[src/rtl/txp_pkg.sv]
package txp_pkg;
  typedef enum logic [1:0] {
    ST_IDLE = 2'd0,
    ST_RUN  = 2'd1,
    ST_HALT = 2'd2
  } tx_state_e;
endpackage

[src/rtl/txp_fifo.sv]
module txp_fifo #(
  parameter int W     = 18,
  parameter int DEPTH = 4
) (
  input  logic         clk,
  input  logic         rst_n,
  input  logic         push,
  input  logic         pop,
  input  logic         flush,
  input  logic [W-1:0] wdata,
  output logic [W-1:0] rdata,
  output logic         empty,
  output logic         full
);
  localparam int AW = (DEPTH > 1) ? $clog2(DEPTH) : 1;
  localparam int CW = $clog2(DEPTH + 1);

  logic [W-1:0]  mem [DEPTH];
  logic [AW-1:0] rd_ptr, wr_ptr;
  logic [CW-1:0] count;

  function automatic logic [AW-1:0] bump(input logic [AW-1:0] p);
    return (p == AW'(DEPTH - 1)) ? '0 : p + 1'b1;
  endfunction

  always_ff @(posedge clk or negedge rst_n) begin
    if (!rst_n) begin
      rd_ptr <= '0;
      wr_ptr <= '0;
      count  <= '0;
    end else if (flush) begin
      rd_ptr <= '0;
      wr_ptr <= '0;
      count  <= '0;
    end else begin
      if (push) wr_ptr <= bump(wr_ptr);
      if (pop)  rd_ptr <= bump(rd_ptr);
      unique case ({push, pop})
        2'b10:   count <= count + 1'b1;
        2'b01:   count <= count - 1'b1;
        default: count <= count;
      endcase
    end
  end

  always_ff @(posedge clk) begin
    if (push && !flush) mem[wr_ptr] <= wdata;
  end

  assign rdata = mem[rd_ptr];
  assign empty = (count == '0);
  assign full  = (count == CW'(DEPTH));

  // the controller never takes a word from an empty queue
  p_no_pop_empty_r1: assert property (@(posedge clk) disable iff (!rst_n)
    pop |-> !empty);
endmodule

[src/rtl/txp_shift.sv]
module txp_shift #(
  parameter int DW = 16
) (
  input  logic          clk,
  input  logic          rst_n,
  input  logic          load,
  input  logic          clr,
  input  logic [DW-1:0] ldata,
  output logic          txd,
  output logic          busy,
  output logic          last_bit
);
  localparam int CW = $clog2(DW + 1);

  logic [DW-1:0] sreg;
  logic [CW-1:0] cnt;

  always_ff @(posedge clk or negedge rst_n) begin
    if (!rst_n) begin
      sreg <= '0;
      cnt  <= '0;
    end else if (clr) begin
      cnt  <= '0;
    end else if (load) begin
      sreg <= ldata;
      cnt  <= CW'(DW);
    end else if (busy) begin
      sreg <= {sreg[DW-2:0], 1'b0};
      cnt  <= cnt - 1'b1;
    end
  end

  assign busy     = (cnt != '0);
  assign last_bit = (cnt == CW'(1));
  assign txd      = busy ? sreg[DW-1] : 1'b1;

  // a new word only enters a free shifter or one on its final bit
  p_load_when_free_r4: assert property (@(posedge clk) disable iff (!rst_n)
    load |-> (!busy || last_bit));
endmodule

[src/rtl/txp_ctrl.sv]
module txp_ctrl
  import txp_pkg::*;
(
  input  logic      clk,
  input  logic      rst_n,
  input  logic      sync_go,
  input  logic      cmd_restart,
  input  logic      cmd_stop,
  input  logic      cts,
  input  logic      sw_cts,
  input  logic      err_clr,
  input  logic      q_empty,
  input  logic      q_eob,
  input  logic      q_last,
  input  logic      sh_busy,
  input  logic      sh_end,
  output logic      ld,
  output logic      sh_clr,
  output logic      flush,
  output tx_state_e state,
  output logic      buf_close,
  output logic      stat_un,
  output logic      stat_ct,
  output logic      err_pend
);
  tx_state_e state_q, nxt;
  logic cur_eob_q, cur_last_q;
  logic close_d, un_d, ct_d, err_d;
  logic stop_hit, cts_hit, running;

  assign running  = (state_q == ST_RUN);
  assign stop_hit = cmd_stop && (state_q != ST_IDLE);
  assign cts_hit  = running && sh_busy && !sw_cts && !cts;

  always_comb begin
    nxt     = state_q;
    ld      = 1'b0;
    sh_clr  = 1'b0;
    flush   = 1'b0;
    close_d = 1'b0;
    un_d    = 1'b0;
    ct_d    = 1'b0;
    err_d   = 1'b0;
    if (stop_hit) begin
      nxt    = ST_IDLE;
      sh_clr = 1'b1;
      flush  = 1'b1;
    end else if (cts_hit) begin
      nxt     = ST_HALT;
      sh_clr  = 1'b1;
      flush   = 1'b1;
      close_d = 1'b1;
      ct_d    = 1'b1;
      err_d   = 1'b1;
    end else begin
      unique case (state_q)
        ST_IDLE: if (sync_go) nxt = ST_RUN;
        ST_HALT: if (cmd_restart) nxt = ST_RUN;
        ST_RUN: begin
          if (sh_end) begin
            if (cur_eob_q) begin
              close_d = 1'b1;
              if (cur_last_q) begin
                nxt = ST_IDLE;
              end else if (!q_empty) begin
                ld = 1'b1;
              end else begin
                // gap between buffers: flag only
                err_d = 1'b1;
                nxt   = ST_HALT;
                flush = 1'b1;
              end
            end else if (!q_empty) begin
              ld = 1'b1;
            end else begin
              close_d = 1'b1;
              un_d    = 1'b1;
              err_d   = 1'b1;
              nxt     = ST_HALT;
              flush   = 1'b1;
            end
          end else if (!sh_busy && !q_empty) begin
            ld = 1'b1;
          end
        end
        default: nxt = ST_IDLE;
      endcase
    end
  end

  always_ff @(posedge clk or negedge rst_n) begin
    if (!rst_n) begin
      state_q    <= ST_IDLE;
      cur_eob_q  <= 1'b0;
      cur_last_q <= 1'b0;
      buf_close  <= 1'b0;
      stat_un    <= 1'b0;
      stat_ct    <= 1'b0;
      err_pend   <= 1'b0;
    end else begin
      state_q   <= nxt;
      buf_close <= close_d;
      stat_un   <= un_d;
      stat_ct   <= ct_d;
      if (ld) begin
        cur_eob_q  <= q_eob;
        cur_last_q <= q_last;
      end
      if (err_d)        err_pend <= 1'b1;
      else if (err_clr) err_pend <= 1'b0;
    end
  end

  assign state = state_q;

  p_close_cause_onehot_r8: assert property (@(posedge clk) disable iff (!rst_n)
    buf_close |-> $onehot0({stat_un, stat_ct}));

  p_abort_halts_r6: assert property (@(posedge clk) disable iff (!rst_n)
    (buf_close && (stat_un || stat_ct)) |-> (state_q == ST_HALT));

  p_swmode_no_ct_r9: assert property (@(posedge clk) disable iff (!rst_n)
    (buf_close && stat_ct) |-> !$past(sw_cts));

  p_err_enters_halt_r7: assert property (@(posedge clk) disable iff (!rst_n)
    $rose(err_pend) |-> (state_q == ST_HALT));
endmodule

[src/rtl/txp_serial_tx.sv]
module txp_serial_tx
  import txp_pkg::*;
#(
  parameter int DW    = 16,
  parameter int DEPTH = 4
) (
  input  logic          clk,
  input  logic          rst_n,
  input  logic          in_valid,
  output logic          in_ready,
  input  logic [DW-1:0] in_data,
  input  logic          in_eob,
  input  logic          in_last,
  input  logic          sync_go,
  input  logic          cmd_restart,
  input  logic          cmd_stop,
  input  logic          cts,
  input  logic          sw_cts,
  input  logic          err_ien,
  input  logic          err_clr,
  output logic          txd,
  output logic          buf_close,
  output logic          stat_un,
  output logic          stat_ct,
  output logic          err_pend,
  output logic          err_irq
);
  localparam int EW = DW + 2;

  logic          q_full, q_empty, push, ld, sh_clr, flush, sh_busy, sh_end;
  logic [EW-1:0] q_rdata;
  tx_state_e     state;

  assign in_ready = !q_full && !flush;
  assign push     = in_valid && in_ready;

  txp_fifo #(.W(EW), .DEPTH(DEPTH)) u_fifo (
    .clk   (clk),
    .rst_n (rst_n),
    .push  (push),
    .pop   (ld),
    .flush (flush),
    .wdata ({in_last, in_eob, in_data}),
    .rdata (q_rdata),
    .empty (q_empty),
    .full  (q_full)
  );

  txp_shift #(.DW(DW)) u_shift (
    .clk      (clk),
    .rst_n    (rst_n),
    .load     (ld),
    .clr      (sh_clr),
    .ldata    (q_rdata[DW-1:0]),
    .txd      (txd),
    .busy     (sh_busy),
    .last_bit (sh_end)
  );

  txp_ctrl u_ctrl (
    .clk         (clk),
    .rst_n       (rst_n),
    .sync_go     (sync_go),
    .cmd_restart (cmd_restart),
    .cmd_stop    (cmd_stop),
    .cts         (cts),
    .sw_cts      (sw_cts),
    .err_clr     (err_clr),
    .q_empty     (q_empty),
    .q_eob       (q_rdata[DW]),
    .q_last      (q_rdata[DW+1]),
    .sh_busy     (sh_busy),
    .sh_end      (sh_end),
    .ld          (ld),
    .sh_clr      (sh_clr),
    .flush       (flush),
    .state       (state),
    .buf_close   (buf_close),
    .stat_un     (stat_un),
    .stat_ct     (stat_ct),
    .err_pend    (err_pend)
  );

  assign err_irq = err_pend && err_ien;

  // outside the running state the line rests at mark
  p_idle_mark_r3: assert property (@(posedge clk) disable iff (!rst_n)
    (state != ST_RUN) |-> txd);
endmodule

[config.mk]
export PLATFORM = sky130hd
export DESIGN_NAME = txp_serial_tx
export DESIGN_NICKNAME = d
export VERILOG_FILES = /design/src/rtl/txp_pkg.sv /design/src/rtl/txp_fifo.sv /design/src/rtl/txp_shift.sv /design/src/rtl/txp_ctrl.sv /design/src/rtl/txp_serial_tx.sv
export SDC_FILE = /design/constraint.sdc
export NUM_CORES = 1
export LEC_CHECK = 0
export BUFFER_PORTS_ARGS = -buffer_cell sky130_fd_sc_hd__buf_2
export CAP_MARGIN = 25
export CORE_MARGIN = 2
export CORE_UTILIZATION = 45
export DETAILED_ROUTE_END_ITERATION = 8
export GPL_ROUTABILITY_DRIVEN = 0
export HOLD_SLACK_MARGIN = 0.12
export PLACE_DENSITY = 0.71
export SLEW_MARGIN = 15
export SYNTH_ARGS = -nofsm -noshare
export SYNTH_HDL_FRONTEND = slang
export SYNTH_SLANG_ARGS = --single-unit
[constraint.sdc]
create_clock -name clk -period 3.9 [get_ports clk]
set_input_delay 0.39 -clock clk [delete_from_list [all_inputs] [get_ports clk]]
set_output_delay 0.39 -clock clk [all_outputs]
set_load 0.02 [all_outputs]
# After elaboration in Yosys (flattened, before gate mapping)
# Memories as Yosys holds them, arrays and structs flattened.
# Cells that the tools add are included.
[word_totals] input_bits=28 elab_cells=113 out_inout_bits=7 mem_count=1 register_bits=36 mem_bits_rw=72
[mem_list] name="u_fifo.mem" words=4 width=18 rd=1 rd_ports_with_merged_regs=0 wr=1 line_no="txp_fifo.sv:18" text="logic [W-1:0] mem [DEPTH];"
[op_classes] n_bitwise=1 n_eq_ne=11 n_mux=56 add_sub_neg=5 reduce_logical=27
[ops] op="1-bit two-way mux" count=34
[ops] op="16-bit two-way mux" count=2
[ops] op="2-bit two-way mux" count=14
[ops] op="5-bit two-way mux" count=3
[ops] op="4-bit by 2-bit inequality test with 1-bit output (second input constant)" count=3
[ops] op="2-bit nonzero test" count=5
[ops] op="1-bit logical AND" count=9
[ops] op="2-bit == test (second input constant)" count=4
[ops] op="1-bit logical NOT" count=6
[ops] op="2-bit one-hot mux with 3 select lines" count=1
[ops] op="3-bit one-hot mux with 2 select lines" count=1
[ops] op="3-bit nonzero test" count=2
[ops] op="5-bit by 1-bit == test with 1-bit output (second input constant)" count=1
[ops] op="5-bit nonzero test" count=1
[ops] op="5-bit by 1-bit subtractor with 5-bit output (second input constant)" count=1
[ops] op="2-bit by 1-bit adder with 2-bit output (second input constant)" count=2
[ops] op="2-bit by 1-bit == test with 1-bit output (second input constant)" count=2
[ops] op="3-bit by 1-bit adder with 3-bit output (second input constant)" count=1
[ops] op="3-bit == test (second input constant)" count=1
[ops] op="3-bit logical NOT" count=1
[ops] op="3-bit two-way mux" count=1
[ops] op="3-bit AND reduction" count=1
[ops] op="3-bit by 1-bit subtractor with 3-bit output (second input constant)" count=1
[ops] op="2-bit logical NOT" count=1
[ops] op="other kinds (2)" count=2

# Depth between registers and ports, before layout
[logic_depth] depth_word=14 depth_mapped=9 depth_no_buf=9

# Modules after synthesis
# A second synthesis with hierarchy kept.
[hier_totals] cells_unflattened=261 area_unflattened_um2=4595.7
[modules_own_cells] module="txp_fifo" area_each_um2=3060.4 n_inst=1 seq_area_each_um2=2337.2 cells_per_inst=138
[modules_own_cells] module="txp_shift" area_each_um2=1099.8 n_inst=1 seq_area_each_um2=525.5 cells_per_inst=81
[modules_own_cells] module="txp_ctrl" area_each_um2=412.9 n_inst=1 seq_area_each_um2=200.2 cells_per_inst=39
[modules_own_cells] module="txp_serial_tx" area_each_um2=22.5 n_inst=1 seq_area_each_um2=0.0 cells_per_inst=3

# Least setup slack after synthesis
# Ideal clock, no wire load.
[synth_timing] kind="reg-to-reg" start="register u_shift.cnt[0]" end="memory u_fifo.mem[0][0] (enable)" setup_ns=0.376 required_ns=3.524 n_path_buf=0 synth_period_minus_slack_ns=2.543 t_arrival_ns=2.167 path_stages_with_launch=7 slack_ns=1.357 path_cell_list="dfrtp_1 > inv_1 > ha_1 > nor4b_1 > o21ai_1 > nor2_1 > and3_1"
[synth_between] elab_chain_len=12 word_cells_on_any_way=15 classes_between="eq/ne: 1; mux: 6; reduce/logical: 8"
[synth_lines] item="start, declared" line_no="txp_shift.sv:16" text="logic [CW-1:0] cnt;"
[synth_lines] item="start signal, assigned" line_no="txp_shift.sv:26" text="cnt <= CW'(DW);"
[synth_lines] item="start signal, assigned" line_no="txp_shift.sv:29" text="cnt <= cnt - 1'b1;"
[synth_lines] item="parallel branches: the longest is 4 deep, another holds 5-bit by 1-bit == test with 1-bit output"
[synth_lines] item="1-bit two-way mux (*)" line_no="txp_ctrl.sv:48" text="end else if (cts_hit) begin"
[synth_lines] item="1-bit two-way mux (*)" line_no="txp_ctrl.sv:44" text="if (stop_hit) begin"
[synth_lines] item="1-bit logical NOT (*)" line_no="txp_fifo.sv:47, txp_serial_tx.sv:34"
[synth_lines] item="1-bit logical AND" line_no="txp_serial_tx.sv:34" text="assign in_ready = !q_full && !flush;"
[synth_lines] item="1-bit logical AND" line_no="txp_serial_tx.sv:35" text="assign push = in_valid && in_ready;"
[synth_lines] item="1-bit logical AND (*)" line_no="txp_fifo.sv:47" text="if (push && !flush) mem[wr_ptr] <= wdata;"
[synth_lines] item="1-bit two-way mux (*)" line_no="txp_fifo.sv:47"
[synth_lines] item="1-bit two-way mux (not written as such) (*)" line_no="txp_fifo.sv:47"
[synth_lines] item="end, declared" line_no="txp_fifo.sv:18"
# Every way passes the cells marked *.

# Worst setup path in the final report
[layout_timing] start="register u_shift.cnt[0]" end="output in_ready"
[layout_between] elab_chain_len=8 word_cells_on_any_way=11 classes_between="eq/ne: 1; mux: 4; reduce/logical: 6"
[layout_lines] item="parallel branches: the longest is 4 deep, another holds 5-bit by 1-bit == test with 1-bit output"
[layout_lines] item="1-bit two-way mux (*)" line_no="txp_ctrl.sv:48"
[layout_lines] item="1-bit two-way mux (*)" line_no="txp_ctrl.sv:44"
[layout_lines] item="1-bit logical NOT (*)" line_no="txp_serial_tx.sv:34"
[layout_lines] item="1-bit logical AND (*)" line_no="txp_serial_tx.sv:34"
[layout_lines] item="end, declared" line_no="txp_serial_tx.sv:10" text="output logic in_ready,"
# Marked as above.

==> metrics <==
Worst setup EP type output pin; commonest non-fill, non-tap cell in the layout edfxtp_1; first-pass GRT wire length between 10,000 and 15,000 um; hold path depth 2; MaxCap Viol Count 0; CTS H-tree lvls 3; gr usage total about 15%; Min Clock Period, post-route 3102 ps; Cells after Synth just under 300; Final Hold Vio Count 0; Final Instance Area approximately 5100 sq um; critical path's largest stage delay 590 ps; fin crit share 79.54%; hold crit path type in2reg; Tot Pwr ~3300 uW; Placed Area about 5000 sq um; share of the synthesized area in the top cell type approximately 48%; CP Data Arrival Time 2710 ps; routed vias 2,466; initial antenna violation count 0; post-route setup TNS 0 ps; CP Class reg2out; most frequent cells in the layout 72 x edfxtp_1, 36 x dfrtp_1, 34 x buf_2; post-detail-place hpwl about 5000 um; largest net degree at the start of global routing 37; headroom to the max-slew limit a little over two fifths; Place WS 1092 ps; reg-to-reg slack, setup 1100 ps; Ports 35; WP data required approximately 3500 ps; sequential-to-total area share from yosys stat between 60 and 70%; Reg clk slew, reported paths approximately 110 ps; Final WS setup 797.8 ps; Area Overhead vs Synth 12.03%; DR WL/cell roughly 16 um; r2r endpoint u_fifo.mem[3][0]$_DFFE_PP_; chip height between 100 and 150 um; drt drc 0; IO Port Bufs 34; antenna-violating nets left 0; cell family with most CP delay simple AND/OR/NAND/NOR gates; Max Clk Rate ~320 MHz; Avg Vias per Cell 5.258; Cell Rows 36; Worst R2R Start u_shift.cnt[0]$_DFFE_PN0P_; Worst Path Buf+Inv 2; vias in the first global route approximately 2,500; fin nets approximately 370; synth top area cells edfxtp_1 48%, dfrtp_1 20%, mux4_2 8.9%; synthesized area ~4500 sq um; worst IR drop on VDD between 0.0002 and 0.00025 V; First DRT Iteration DRCs 132; die area ~11,000 sq um; Post-Route WL about 7600 um; post-synth cell types 46; synth warn 0; Worst Max-Slew Pin Slew slightly below 900 ps; Post-CTS Hold Buffers 1; Num Clock Sinks 108; CP Cell Sequence inv_1 > ha_1 > nor4b_1 > o21ai_1 > nor2_1 > and2_1 > buf_2; R2R depth 7; Clock Latency Late Sink around 370 ps; Initial Util between 40% and 50%; #FFs+latches synth ~110; cts bufs inserted 9; CTS Root Cell clkbuf_8; element type at the critical path start flop; Worst Path Max Fanout 6; core footprint between 9000 and 10,000 sq um; Most used DFF post-synth edfxtp_1; Lkg Pwr ~0.0019 uW; layout cells sized above 1 between 20 and 25%; Clock Path Buffers 2; Pwr per Cell Area 649.7 nW/um^2; Hold EP u_ctrl.state[1]$_DFFE_PN0P_; Die Wd 104.4 um; syn_nets 326; Synth area leader edfxtp_1; Synth async-reset ratio between 30% and 40%; CTS tree built; final setup fails 0; Max Slew Vio Count 0; CTS resizes 0; DR pass1 iterations 4; GR Overflow Total 0; setup repair after global routing missed its margin no; number of synthesized flops with an enable pin between 70 and 80; slowest cell on the critical path nor4b_1; Post-CTS Setup Bufs 0; Post-Syn Area per Cell 15.69 sq um; run status complete, no violations; worst hold start cmd_stop; ANT cells 0; Clock Skews about 14 ps
==> flip-flops by register name, indices dropped and copies added (netlist names), 2 cells and up <==
signal	cells
u_shift.cnt	5
u_ctrl.state	2
u_fifo.mem	72
u_shift.sreg	16
u_fifo.wr_ptr	2
u_fifo.count	3
u_fifo.rd_ptr	2
==> logic make-up after synthesis <==
| kind of cell | after synthesis | share of synthesized area (%) |
|---|---|---|
| DFF | 108 | 67.55 |
| and+or+nand+nor | 75 | 8.692 |
| AOI/OAI and AO/OA | 43 | 6.181 |
| buffers and inverters | 16 | 1.600 |
| xor gates and xnor gates | 3 | 0.5796 |
| adders and majority gates | 9 | 2.649 |
| muxes | 35 | 12.75 |
==> routing by layer <==
metal	GRT usage, %	share of wire (%)	vias to the layer above
li1	-	-	1190
met1	20.87	48	1221
met2	22.55	47	48
met3	3.446	3.1	7
met4	5.212	1.3	0
met5	0	0	-
==> synth_stat cells, types with 2 or more instances <==
master	instances
or3b_1	2
o21ai_1	13
clkbuf_1	5
dfrtp_1	36
mux2i_1	15
or4b_1	2
mux4_2	18
a21oi_1	7
nor3_1	11
nor3b_1	2
buf_2	4
a22o_1	2
ha_1	8
and3_1	4
o21ai_0	10
o21a_1	2
nand2b_1	3
nor2_1	14
inv_1	5
nand2_1	24
edfxtp_1	72
mux2_2	2
xnor2_1	3
and2_1	3
==> final cells by class <==
cell class,count,area [sq um]
clock buffers,9,123.9
clock inverters,7,76.32
fillers,807,4695
inverters,5,18.77
multi-input cells,165,1399
flip-flops and latches,108,3063
well taps,133,166.4
repair buffers,42,232.7
==> where the power goes <==
part / internal [uW] / total [uW] / switching (uW) / leakage (uW)
Combinational: 434 / 1010 / 574 / 0.000624
Sequential: 1480 / 1630 / 147 / 0.00113
Clock: 256 / 665 / 410 / 0.000103
==> metrics by stage <==
stage	hold WS [ps]	util (%)	instances
floorplan	94.41	-	289
global placement	466.9	49.82	452
detailed placement	477.6	49.82	452
CTS	194.6	51.97	469
global route	179.9	51.97	469
finish	207.8	51.97	469
==> worst max path at each step <==
stage	from	endpoint	slack, ps	cells past startpoint
2_1_floorplan	u_shift.cnt[0]$_DFFE_PN0P_	u_fifo.mem[0][0]$_DFFE_PP_	1360	6
3_3_place_gp	u_shift.cnt[0]$_DFFE_PN0P_	u_fifo.mem[3][7]$_DFFE_PP_	1260	7
3_5_place_dp	u_shift.cnt[0]$_DFFE_PN0P_	u_fifo.mem[3][7]$_DFFE_PP_	1090	7
4_1_cts	u_shift.cnt[0]$_DFFE_PN0P_	in_ready	770	7
5_1_grt	u_shift.cnt[0]$_DFFE_PN0P_	in_ready	530	7
6_report	u_shift.cnt[0]$_DFFE_PN0P_	in_ready	800	7
(Power assumes the default switching activity.)
